**config.mk**
```make
export PLATFORM = sky130hd
export DESIGN_NAME = page_map_xlate
export DESIGN_NICKNAME = d
export VERILOG_FILES = /design/src/rtl/pmt_pkg.sv /design/src/rtl/pmt_priv_gate.sv /design/src/rtl/pmt_entry_bank.sv /design/src/rtl/pmt_xlate.sv /design/src/rtl/page_map_xlate.sv
export SDC_FILE = /design/constraint.sdc
export NUM_CORES = 1
export LEC_CHECK = 0
export BUFFER_PORTS_ARGS = -buffer_cell sky130_fd_sc_hd__buf_2
export CORE_ASPECT_RATIO = 0.5
export CORE_MARGIN = 2
export CORE_UTILIZATION = 49
export CTS_CLUSTER_DIAMETER = 30
export DETAILED_ROUTE_END_ITERATION = 8
export GPL_TIMING_DRIVEN = 0
export PLACE_DENSITY = 0.74
export SYNTH_ARGS = -nofsm -noshare
export SYNTH_HDL_FRONTEND = slang
export SYNTH_HIERARCHICAL = 1
export SYNTH_SLANG_ARGS = --single-unit
```
**constraint.sdc**
```tcl
create_clock -name clk_i -period 1.5 [get_ports clk_i]
set_input_delay 0.15 -clock clk_i [delete_from_list [all_inputs] [get_ports clk_i]]
set_output_delay 0.15 -clock clk_i [all_outputs]
set_load 0.05 [all_outputs]
```
**src/rtl/pmt_pkg.sv**
```systemverilog
package pmt_pkg;
  localparam int unsigned VA_W_DEF    = 16;
  localparam int unsigned OFF_W_DEF   = 13;
  localparam int unsigned FRAME_W_DEF = 5;

  typedef enum logic [1:0] {
    UPD_NONE  = 2'b00,
    UPD_WRITE = 2'b01,
    UPD_FLUSH = 2'b10,
    UPD_BOTH  = 2'b11
  } upd_e;
endpackage

```
**src/rtl/pmt_priv_gate.sv**
```systemverilog
module pmt_priv_gate
  import pmt_pkg::*;
(
  input  logic clk_i,
  input  logic rst_ni,
  input  logic priv_i,
  input  logic wr_en_i,
  input  logic flush_i,
  output upd_e upd_o,
  output logic viol_o
);
  logic viol_q;

  always_comb begin
    upd_o = UPD_NONE;
    if (priv_i) upd_o = upd_e'({flush_i, wr_en_i});
  end

  always_ff @(posedge clk_i or negedge rst_ni) begin
    if (!rst_ni)                             viol_q <= 1'b0;
    else if (!priv_i && (wr_en_i || flush_i)) viol_q <= 1'b1;
  end

  assign viol_o = viol_q;
endmodule

```
**src/rtl/pmt_entry_bank.sv**
```systemverilog
module pmt_entry_bank
  import pmt_pkg::*;
#(
  parameter int unsigned ENTRIES = 8,
  parameter int unsigned FRAME_W = 5,
  localparam int unsigned IDX_W  = $clog2(ENTRIES)
) (
  input  logic                       clk_i,
  input  logic                       rst_ni,
  input  upd_e                       upd_i,
  input  logic [IDX_W-1:0]           wr_idx_i,
  input  logic [FRAME_W-1:0]         wr_frame_i,
  input  logic                       wr_valid_i,
  output logic [ENTRIES*FRAME_W-1:0] frames_o,
  output logic [ENTRIES-1:0]         valid_o
);
  logic do_wr, do_flush;
  assign do_wr    = (upd_i == UPD_WRITE) || (upd_i == UPD_BOTH);
  assign do_flush = (upd_i == UPD_FLUSH) || (upd_i == UPD_BOTH);

  for (genvar g = 0; g < ENTRIES; g++) begin : g_ent
    logic [FRAME_W-1:0] frame_q;
    logic               valid_q;
    logic               hit;
    assign hit = do_wr && (wr_idx_i == IDX_W'(g));

    always_ff @(posedge clk_i or negedge rst_ni) begin
      if (!rst_ni) begin
        frame_q <= '0;
        valid_q <= 1'b0;
      end else if (hit) begin
        // write outranks a concurrent flush on its own entry
        frame_q <= wr_frame_i;
        valid_q <= wr_valid_i;
      end else if (do_flush) begin
        valid_q <= 1'b0;
      end
    end

    assign frames_o[g*FRAME_W +: FRAME_W] = frame_q;
    assign valid_o[g]                     = valid_q;
  end
endmodule

```
**src/rtl/pmt_xlate.sv**
```systemverilog
module pmt_xlate #(
  parameter int unsigned ENTRIES = 8,
  parameter int unsigned FRAME_W = 5,
  parameter int unsigned OFF_W   = 13,
  localparam int unsigned IDX_W  = $clog2(ENTRIES),
  localparam int unsigned PA_W   = FRAME_W + OFF_W
) (
  input  logic                       req_i,
  input  logic [IDX_W-1:0]           page_i,
  input  logic [OFF_W-1:0]           off_i,
  input  logic [ENTRIES*FRAME_W-1:0] frames_i,
  input  logic [ENTRIES-1:0]         valid_i,
  output logic [PA_W-1:0]            pa_o,
  output logic                       acc_o,
  output logic                       fault_o
);
  logic [FRAME_W-1:0] frame_sel;
  logic               valid_sel;

  always_comb begin
    frame_sel = '0;
    valid_sel = 1'b0;
    for (int i = 0; i < ENTRIES; i++) begin
      if (page_i == IDX_W'(i)) begin
        frame_sel = frames_i[i*FRAME_W +: FRAME_W];
        valid_sel = valid_i[i];
      end
    end
  end

  assign pa_o    = {frame_sel, off_i};
  assign acc_o   = req_i && valid_sel;
  assign fault_o = req_i && !valid_sel;
endmodule

```
**src/rtl/page_map_xlate.sv**
```systemverilog
module page_map_xlate
  import pmt_pkg::*;
#(
  parameter int unsigned VA_W    = VA_W_DEF,
  parameter int unsigned OFF_W   = OFF_W_DEF,
  parameter int unsigned FRAME_W = FRAME_W_DEF,
  localparam int unsigned IDX_W   = VA_W - OFF_W,
  localparam int unsigned ENTRIES = 1 << IDX_W,
  localparam int unsigned PA_W    = FRAME_W + OFF_W
) (
  input  logic               clk_i,
  input  logic               rst_ni,
  input  logic               req_i,
  input  logic [VA_W-1:0]    vaddr_i,
  output logic [PA_W-1:0]    pa_o,
  output logic               acc_o,
  output logic               fault_o,
  input  logic               priv_i,
  input  logic               wr_en_i,
  input  logic [IDX_W-1:0]   wr_idx_i,
  input  logic [FRAME_W-1:0] wr_frame_i,
  input  logic               wr_valid_i,
  input  logic               flush_i,
  output logic               priv_viol_o
);
  upd_e                       upd;
  logic [ENTRIES*FRAME_W-1:0] frames;
  logic [ENTRIES-1:0]         valid;

  pmt_priv_gate u_gate (
    .clk_i   (clk_i),
    .rst_ni  (rst_ni),
    .priv_i  (priv_i),
    .wr_en_i (wr_en_i),
    .flush_i (flush_i),
    .upd_o   (upd),
    .viol_o  (priv_viol_o)
  );

  pmt_entry_bank #(.ENTRIES(ENTRIES), .FRAME_W(FRAME_W)) u_bank (
    .clk_i      (clk_i),
    .rst_ni     (rst_ni),
    .upd_i      (upd),
    .wr_idx_i   (wr_idx_i),
    .wr_frame_i (wr_frame_i),
    .wr_valid_i (wr_valid_i),
    .frames_o   (frames),
    .valid_o    (valid)
  );

  pmt_xlate #(.ENTRIES(ENTRIES), .FRAME_W(FRAME_W), .OFF_W(OFF_W)) u_xlate (
    .req_i    (req_i),
    .page_i   (vaddr_i[VA_W-1:OFF_W]),
    .off_i    (vaddr_i[OFF_W-1:0]),
    .frames_i (frames),
    .valid_i  (valid),
    .pa_o     (pa_o),
    .acc_o    (acc_o),
    .fault_o  (fault_o)
  );
endmodule

```
==> out/results.ini, run 1 <==
[setup_path]
critPathRequiredTime_ns=1.35
critical_path.reg2reg.endpoint=u_bank/g_ent[6].valid_q
critical_path.startpoint_type=register
r2r_start=u_bank/g_ent[6].valid_q
r2r_setup_slack_ns=0.48
crit_path_max_fanout=3
slowest_stage=sky130_fd_sc_hd__mux4_2
cp.arrival_ns=1.71
critical_path_class=register to primary output
rr_worst_depth=3
cp_slowest_stage_delay_ns=0.47
timing.critical_path.to_type=primary output
crit_path_cell_trace=mux4_2 > o21a_1 > nor3b_4 > buf_6

[route]
vias_per_cell=5.532
route.vias.total=1798
drtIter0Drc=71
drc=0
wire_per_inst_um=17.61
drt_wl_total_um=5724
antenna_nets_post_route=0
drt_pass1_iterations=4

[pwr]
internal_power_mw=2.663
power.switching_fraction_pct=27.70
seq_power_share_pct=46.8
cellLeakagePower_nw=1.429
power.combinational.fraction_pct=23.2
power_per_cell_area_mw_per_mm2=1192
worst_ir_drop_vdd_mv=0.5489
clock_power_share_pct=30.0
total_switching_power_mw=1.020

[die]
die-height_um=56.29
coreArea_mm2=0.005090
num_rows=18
die_width_um=108.6
overall_die_area_mm2=0.006111
initial_utilization_pct=52.63
ios=52

[placed_design]
detailed_place_hpwl_um=4077
finalWeightedCongestion=0.8062
place_worst_setup_slack_ns=-0.2920
port_buffers=34
placed_area_mm2=0.002944

[finish]
signed_area_change_from_the_synthesized_netlist_to_the_final_layout_pct=15.32
post_route_cells_drive_above_1_share_pct=49.41
final_cell_mix=sky130_fd_sc_hd__dfrtp_1, sky130_fd_sc_hd__mux2_2, sky130_fd_sc_hd__buf_2
num_antenna_cells=0
design.final.nets=285
mostFrequentLayoutCell=sky130_fd_sc_hd__dfrtp_1
stdcell_area_mm2=0.003089

[yosys]
netlist_top_cells_area=sky130_fd_sc_hd__dfrtp_1, sky130_fd_sc_hd__mux2_2, sky130_fd_sc_hd__buf_4
netlist.area_leader.share_pct=45.77
synthesized_cell_area_mm2=0.002679
synthesis.yosys.warnings=6
post_synth.cell_area_avg_um2=12.23
post-synth-top-area-cell=sky130_fd_sc_hd__dfrtp_1
postSynthRegisterBits=49
synthCells=219
net_count_after_synthesis=250
netlist-cell-type-count=30
seq_area_frac_synth_pct=45.77

[sta]
hold_viol_final=0
worst_slew_slack_as_a_fraction_of_its_limit_pct=28.15
timing.setup.tns_ns=-2.041
clock_skews_ns=0
finalSetupViolCount=7
fmaxAchievable_ghz=0.5390
timing.final.max_slew_violations=0
grt_setup_unrepaired=yes
fin_ws_ns=-0.3554
period_share_pct=123.7
timing.final.crit_period_ns=1.855
max_slew.worst_pin.slew_ns=1.078

[flow_run]
drv_cap=0

[clocking]
postCtsHoldBufs=0
worst_setup_hold_path_clk_slew_ns=0.09
clock_sinks=49
cts_buffers=5
clock_tree.buffer_depth=2
insertion_delay_ns=0.29
htree_levels=2
cts_tree=yes
cts-root-buf=sky130_fd_sc_hd__clkbuf_8

[global_routing]
grtUsageTotal_pct=20.06
number_of_antenna_violations_at_the_first_check_in_global_routing=0
first_global_vias=1704
global_route_wire_length_before_repair_um=9177
gr-total-overflow=0
grt_start_max_net_pins=50

[run_status]
violations=negative setup slack
status=complete, but fails checks

[hold_path]
hold_path_class=primary input to asynchronous set/reset pin

## cell type report
cell class	count	area, µm²
clock inverters	3	65.06
multi-input cells	135	1216
repair buffers	36	229.0
plain buffers	26	192.7
fillers	419	2001
well taps	70	87.58
clock buffers	5	68.82
inverters	1	3.754
flip-flops and latches	49	1226
## routing by layer
layer  part of all wire, %  routed length [µm]  up-vias  GRT usage, %
met4                  0.33                  19        0         4.396
met2                    44                2511       73         29.82
met1                    49                2789      883         29.63
met3                   7.1                 404        2         4.994
met5                     0                   0        -             0
li1                      -                   -      840             -
## sequential cells by signal (all words and copies together) (netlist names)
register	flops
u_gate/viol_o	1
u_bank/g_ent.valid_q	8
u_bank/g_ent.frame_q	40
## synth_stat cells
library cell,n
sky130_fd_sc_hd__dfrtp_1,49
sky130_fd_sc_hd__mux2_2,48
sky130_fd_sc_hd__buf_4,24
sky130_fd_sc_hd__a21oi_1,11
sky130_fd_sc_hd__mux2i_1,11
sky130_fd_sc_hd__nor2b_1,9
sky130_fd_sc_hd__nand2b_1,7
sky130_fd_sc_hd__buf_2,6
sky130_fd_sc_hd__o21ai_1,6
sky130_fd_sc_hd__a221o_1,5
sky130_fd_sc_hd__a22o_1,5
sky130_fd_sc_hd__nand3b_1,5
sky130_fd_sc_hd__o21ai_0,5
sky130_fd_sc_hd__nor2_1,4
sky130_fd_sc_hd__and2_1,3
sky130_fd_sc_hd__nand4b_1,3
sky130_fd_sc_hd__nor4bb_1,3
sky130_fd_sc_hd__buf_6,2
sky130_fd_sc_hd__o21a_1,2
sky130_fd_sc_hd__buf_8,1
sky130_fd_sc_hd__clkbuf_1,1
sky130_fd_sc_hd__inv_1,1
sky130_fd_sc_hd__mux4_1,1
sky130_fd_sc_hd__nand2_1,1
sky130_fd_sc_hd__nand3_1,1
sky130_fd_sc_hd__nand4_1,1
sky130_fd_sc_hd__nor3b_2,1
sky130_fd_sc_hd__nor4b_4,1
sky130_fd_sc_hd__o21bai_2,1
sky130_fd_sc_hd__o41a_1,1
## cells by family after synthesis
family                 count (synthesis)  synth area share (%)
and+or+nand+nor                       39                 10.42
buffers and inverters                 35                 9.528
DFF                                   49                 45.77
muxes                                 60                 25.27
AOI/OAI and AO/OA                     36                 9.014
## power by group through the flow
stage               sequential (mW)  combinational (mW)  clock, mW
floorplan                      1.70               0.651          0
global placement               1.73               0.806          0
detailed placement             1.75               0.826          0
CTS                            1.72               0.854       1.13
global route                   1.76               0.920       1.19
finish                         1.72               0.855       1.11
## worst max-delay path: cells and delay by family, from the launching register on
kind	cells	cell delay (ns)
mux	1	0.47
compound gates	1	0.15
buf+inv	1	0.18
simple gates	1	0.20
flops	1	0.41
## worst max path at each step
stage / startpoint / to / slack, ns / cells past startpoint
floorplan: u_bank/g_ent[5].valid_q / fault_o / -0.21 / 5
finish: u_bank/g_ent[7].valid_q / fault_o / -0.36 / 4
CTS: u_bank/g_ent[7].valid_q / fault_o / -0.37 / 4
detailed placement: vaddr_i[14] / fault_o / -0.29 / 6
global placement: vaddr_i[15] / pa_o[17] / -0.29 / 6
global route: u_bank/g_ent[7].valid_q / fault_o / -0.42 / 4
## metrics by stage
step	utilization [%]	total power, mW	hold slack [ns]	cells
5_1_grt	60.69	3.872	0.05289	325
6_report	60.69	3.683	0.03725	325
3_5_place_dp	57.84	2.573	0.3714	323
3_3_place_gp	57.84	2.532	0.3566	323
2_1_floorplan	-	2.351	-0.1456	219
4_1_cts	60.67	3.703	0.04389	325
## what timing repair did
| action | in CTS | in global routing |
|---|---|---|
| pin swaps | 10 | 2 |
| setup endpoints to repair | 7 | 7 |
| buffers inserted | 2 | 0 |
| gates resized for setup | 16 | 2 |
Power figures use the tool's default switching activity.
==> run 2: changes to the inputs <==
--- a/config.mk
+++ b/config.mk
@@ -6,5 +6,6 @@
 export NUM_CORES = 1
 export LEC_CHECK = 0
-export BUFFER_PORTS_ARGS = -buffer_cell sky130_fd_sc_hd__buf_2
+export ABC_CLOCK_PERIOD_IN_PS = 1500
+export BUFFER_PORTS_ARGS = -buffer_cell sky130_fd_sc_hd__buf_4
 export CORE_ASPECT_RATIO = 0.5
 export CORE_MARGIN = 2
==> constraint.sdc (replaced) <==
create_clock -name clk_i -period 1.5 [get_ports clk_i]
set_input_delay 0.3 -clock clk_i [delete_from_list [all_inputs] [get_ports clk_i]]
set_output_delay 0.3 -clock clk_i [all_outputs]
set_load 0.05 [all_outputs]
==> run 2 against run 1 <==
The run ends with negative hold slack, negative setup slack left; die area unchanged; fmax decreased by 11%; hold slack got worse by 0.039 ns; register-to-register slack about the same; setup slack got worse by 0.24 ns; sequential share of layout area decreased by 1.6 points; cell count increased by 0.92%; sequential cell count unchanged; non-clock buffer count increased by 3; critical path depth increased by 1; clock skew unchanged; largest cell class is now multi-input combinational cells; largest power group unchanged; highest routed layer unchanged.
==> out/results.ini, run 2 (synthesis gave the netlist of run 1 again) <==
[run_status]
status=complete, but fails checks
violations=negative hold slack, negative setup slack

[finish]
seq_area_mm2=0.001226  ; unchanged
regMostFlops=u_bank/g_ent.frame_q
design.final.nets=288  ; +1.1%
mostFrequentLayoutCell=sky130_fd_sc_hd__dfrtp_1
multi_input_area_mm2=0.001275  ; +4.8%
nFillCells=404  ; -3.6%
signed_area_change_from_the_synthesized_netlist_to_the_final_layout_pct=20.04
largest_reg_flops=40  ; unchanged
final_cell_mix=sky130_fd_sc_hd__dfrtp_1, sky130_fd_sc_hd__buf_4, sky130_fd_sc_hd__mux2_2
num_antenna_cells=0  ; unchanged
post_route_cells_drive_above_1_share_pct=52.71  ; +3.3 points
stdcell_area_mm2=0.003216  ; +4.1%

[sta]
timing.setup.tns_ns=-3.346  ; -1.304 ns
timing.final.max_slew_violations=0  ; unchanged
fin_ws_ns=-0.5919  ; -0.2364 ns
hold_viol_final=3  ; +3
period_share_pct=139.5  ; +16 points
finalSetupViolCount=7  ; unchanged
hold_slack_ns=-0.001339  ; -0.03859 ns
fmaxAchievable_ghz=0.4780  ; -11%
timing.final.crit_period_ns=2.092  ; +0.2364 ns
grt_setup_unrepaired=yes
worst_slew_slack_as_a_fraction_of_its_limit_pct=58.03  ; +30 points
max_slew.worst_pin.slew_ns=0.6295  ; -0.4482 ns
clock_skews_ns=0  ; unchanged

[global_routing]
number_of_antenna_violations_at_the_first_check_in_global_routing=0  ; unchanged
gr-total-overflow=0  ; unchanged
global_route_wire_length_before_repair_um=9404  ; +2.5%
grtUsageTotal_pct=20.53  ; +0.48 points
grt_start_max_net_pins=50  ; unchanged
first_global_vias=1827  ; +7.2%

[setup_path]
critical_path_class=register to primary output
crit_path_cell_trace=nand2b_4 > a21oi_4 > o41a_1 > nor3b_4 > buf_6
critPathRequiredTime_ns=1.20  ; -0.15 ns
cp_slowest_stage_delay_ns=0.46  ; about the same
slowest_stage=sky130_fd_sc_hd__dfrtp_1
crit_path_max_fanout=3  ; unchanged
critical_path.startpoint_type=register
timing.critical_path.to_type=primary output
cpLargestDelayFamily=compound AO/OA/AOI/OAI gates
cp.arrival_ns=1.79  ; +0.08 ns
cp.buffers_inverters=1  ; unchanged

[clocking]
cts_tree=yes
clock_sinks=49  ; unchanged
cts_buffers=5  ; unchanged
insertion_delay_ns=0.30  ; about the same
htree_levels=2  ; unchanged
worst_setup_hold_path_clk_slew_ns=0.09  ; about the same
cts-root-buf=sky130_fd_sc_hd__clkbuf_8
clock_tree.buffer_depth=2  ; unchanged

[pwr]
clock_power_share_pct=23.7  ; -6.3 points
total_switching_power_mw=1.039  ; +1.8%
seq_power_share_pct=49.7  ; +2.9 points
power.switching_fraction_pct=29.95  ; +2.2 points
power.combinational.fraction_pct=26.6  ; +3.4 points
internal_power_mw=2.431  ; -8.7%
fin_total_pwr_mw=3.470  ; -5.8%
power_per_cell_area_mw_per_mm2=1079  ; -9.5%
worst_ir_drop_vdd_mv=0.4698  ; -14%
cellLeakagePower_nw=1.476  ; +3.3%

[route]
wire_per_inst_um=17.95  ; +1.9%
drtIter0Drc=117  ; +65%
antenna_nets_post_route=0  ; unchanged
drc=0  ; unchanged
drt_pass1_iterations=4  ; unchanged
vias_per_cell=5.537  ; about the same
route.vias.total=1816  ; +1.0%
drt_wl_total_um=5888  ; +2.9%

[placed_design]
finalWeightedCongestion=0.8241  ; +2.2%
detailed_place_hpwl_um=4128  ; +1.2%
placed_area_mm2=0.003077  ; +4.5%
port_buffers=34  ; unchanged
place_worst_setup_slack_ns=-0.7128  ; -0.4207 ns

[die]
overall_die_area_mm2=0.006111  ; unchanged
initial_utilization_pct=52.63  ; unchanged
num_rows=18  ; unchanged
die-height_um=56.29  ; unchanged
ios=52  ; unchanged
die_width_um=108.6  ; unchanged
coreArea_mm2=0.005090  ; unchanged

[flow_run]
drv_cap=0  ; unchanged

[hold_path]
hold_path_class=primary input to asynchronous set/reset pin

[run 2: path summary, 6_finish.rpt]
| kind | startpoint | to | slack (ns) | depth (start not counted) |
|---|---|---|---|---|
| max in group asynchronous | rst_ni | u_bank/g_ent[1].frame_q[1] | 1.06 | 1 |
| worst max register to register | u_bank/g_ent[7].valid_q | u_bank/g_ent[7].valid_q | 0.47 | 3 |
| worst min-delay path | rst_ni | u_bank/g_ent[6].frame_q[1] | -0.001 | 1 |
| worst max-delay path | u_bank/g_ent[5].valid_q | fault_o | -0.59 | 5 |
| worst min register to register | u_gate/viol_o | u_gate/viol_o | 0.50 | 1 |
| min in group clk_i | priv_i | u_gate/viol_o | 0.18 | 2 |
[run 2: power groups by stage]
stage	logic (mW)	clock network (mW)	registers, mW
6_report	0.924	0.823	1.72
5_1_grt	0.992	0.889	1.76
4_1_cts	0.910	0.848	1.72
3_5_place_dp	0.892	0	1.75
3_3_place_gp	0.864	0	1.73
2_1_floorplan	0.683	0	1.71
[run 2: timing repair]
item | 4_1_cts | 5_1_grt
setup buffers | 2 | 2
pin swaps | 4 | 6
hold buffers | 0 | 0
gates resized for setup | 12 | 7
endpoints found under the setup margin | 7 | 7
[run 2: stage by stage]
step / hold slack (ns) / util [%] / std cells
after floorplan: 0.004409 / - / 219
after detailed placement: 0.3583 / 60.45 / 323
after global routing: 0.04522 / 63.18 / 328
final: -0.001339 / 63.18 / 328
after CTS: 0.02365 / 62.49 / 327
after global placement: 0.3508 / 60.45 / 323
[run 2: per-layer routing]
metal | vias to the layer above | wire length [µm] | GRT usage [%]
met2 | 59 | 2624 | 31.43
met1 | 909 | 2860 | 29.74
met3 | 5 | 344 | 3.833
met4 | 0 | 59 | 6.044
li1 | 843 | - | -
met5 | - | 0 | 0
[run 2: cell type report]
cell class / instances / share of cell area [%]
tap: 70 / 2.724
clock buffer: 6 / 2.568
timing repair buffer: 38 / 9.922
sequential: 49 / 38.13
clock inverter: 2 / 0.4280
buffer: 27 / 6.342
inverter: 1 / 0.2335
multi-input combinational: 135 / 39.65
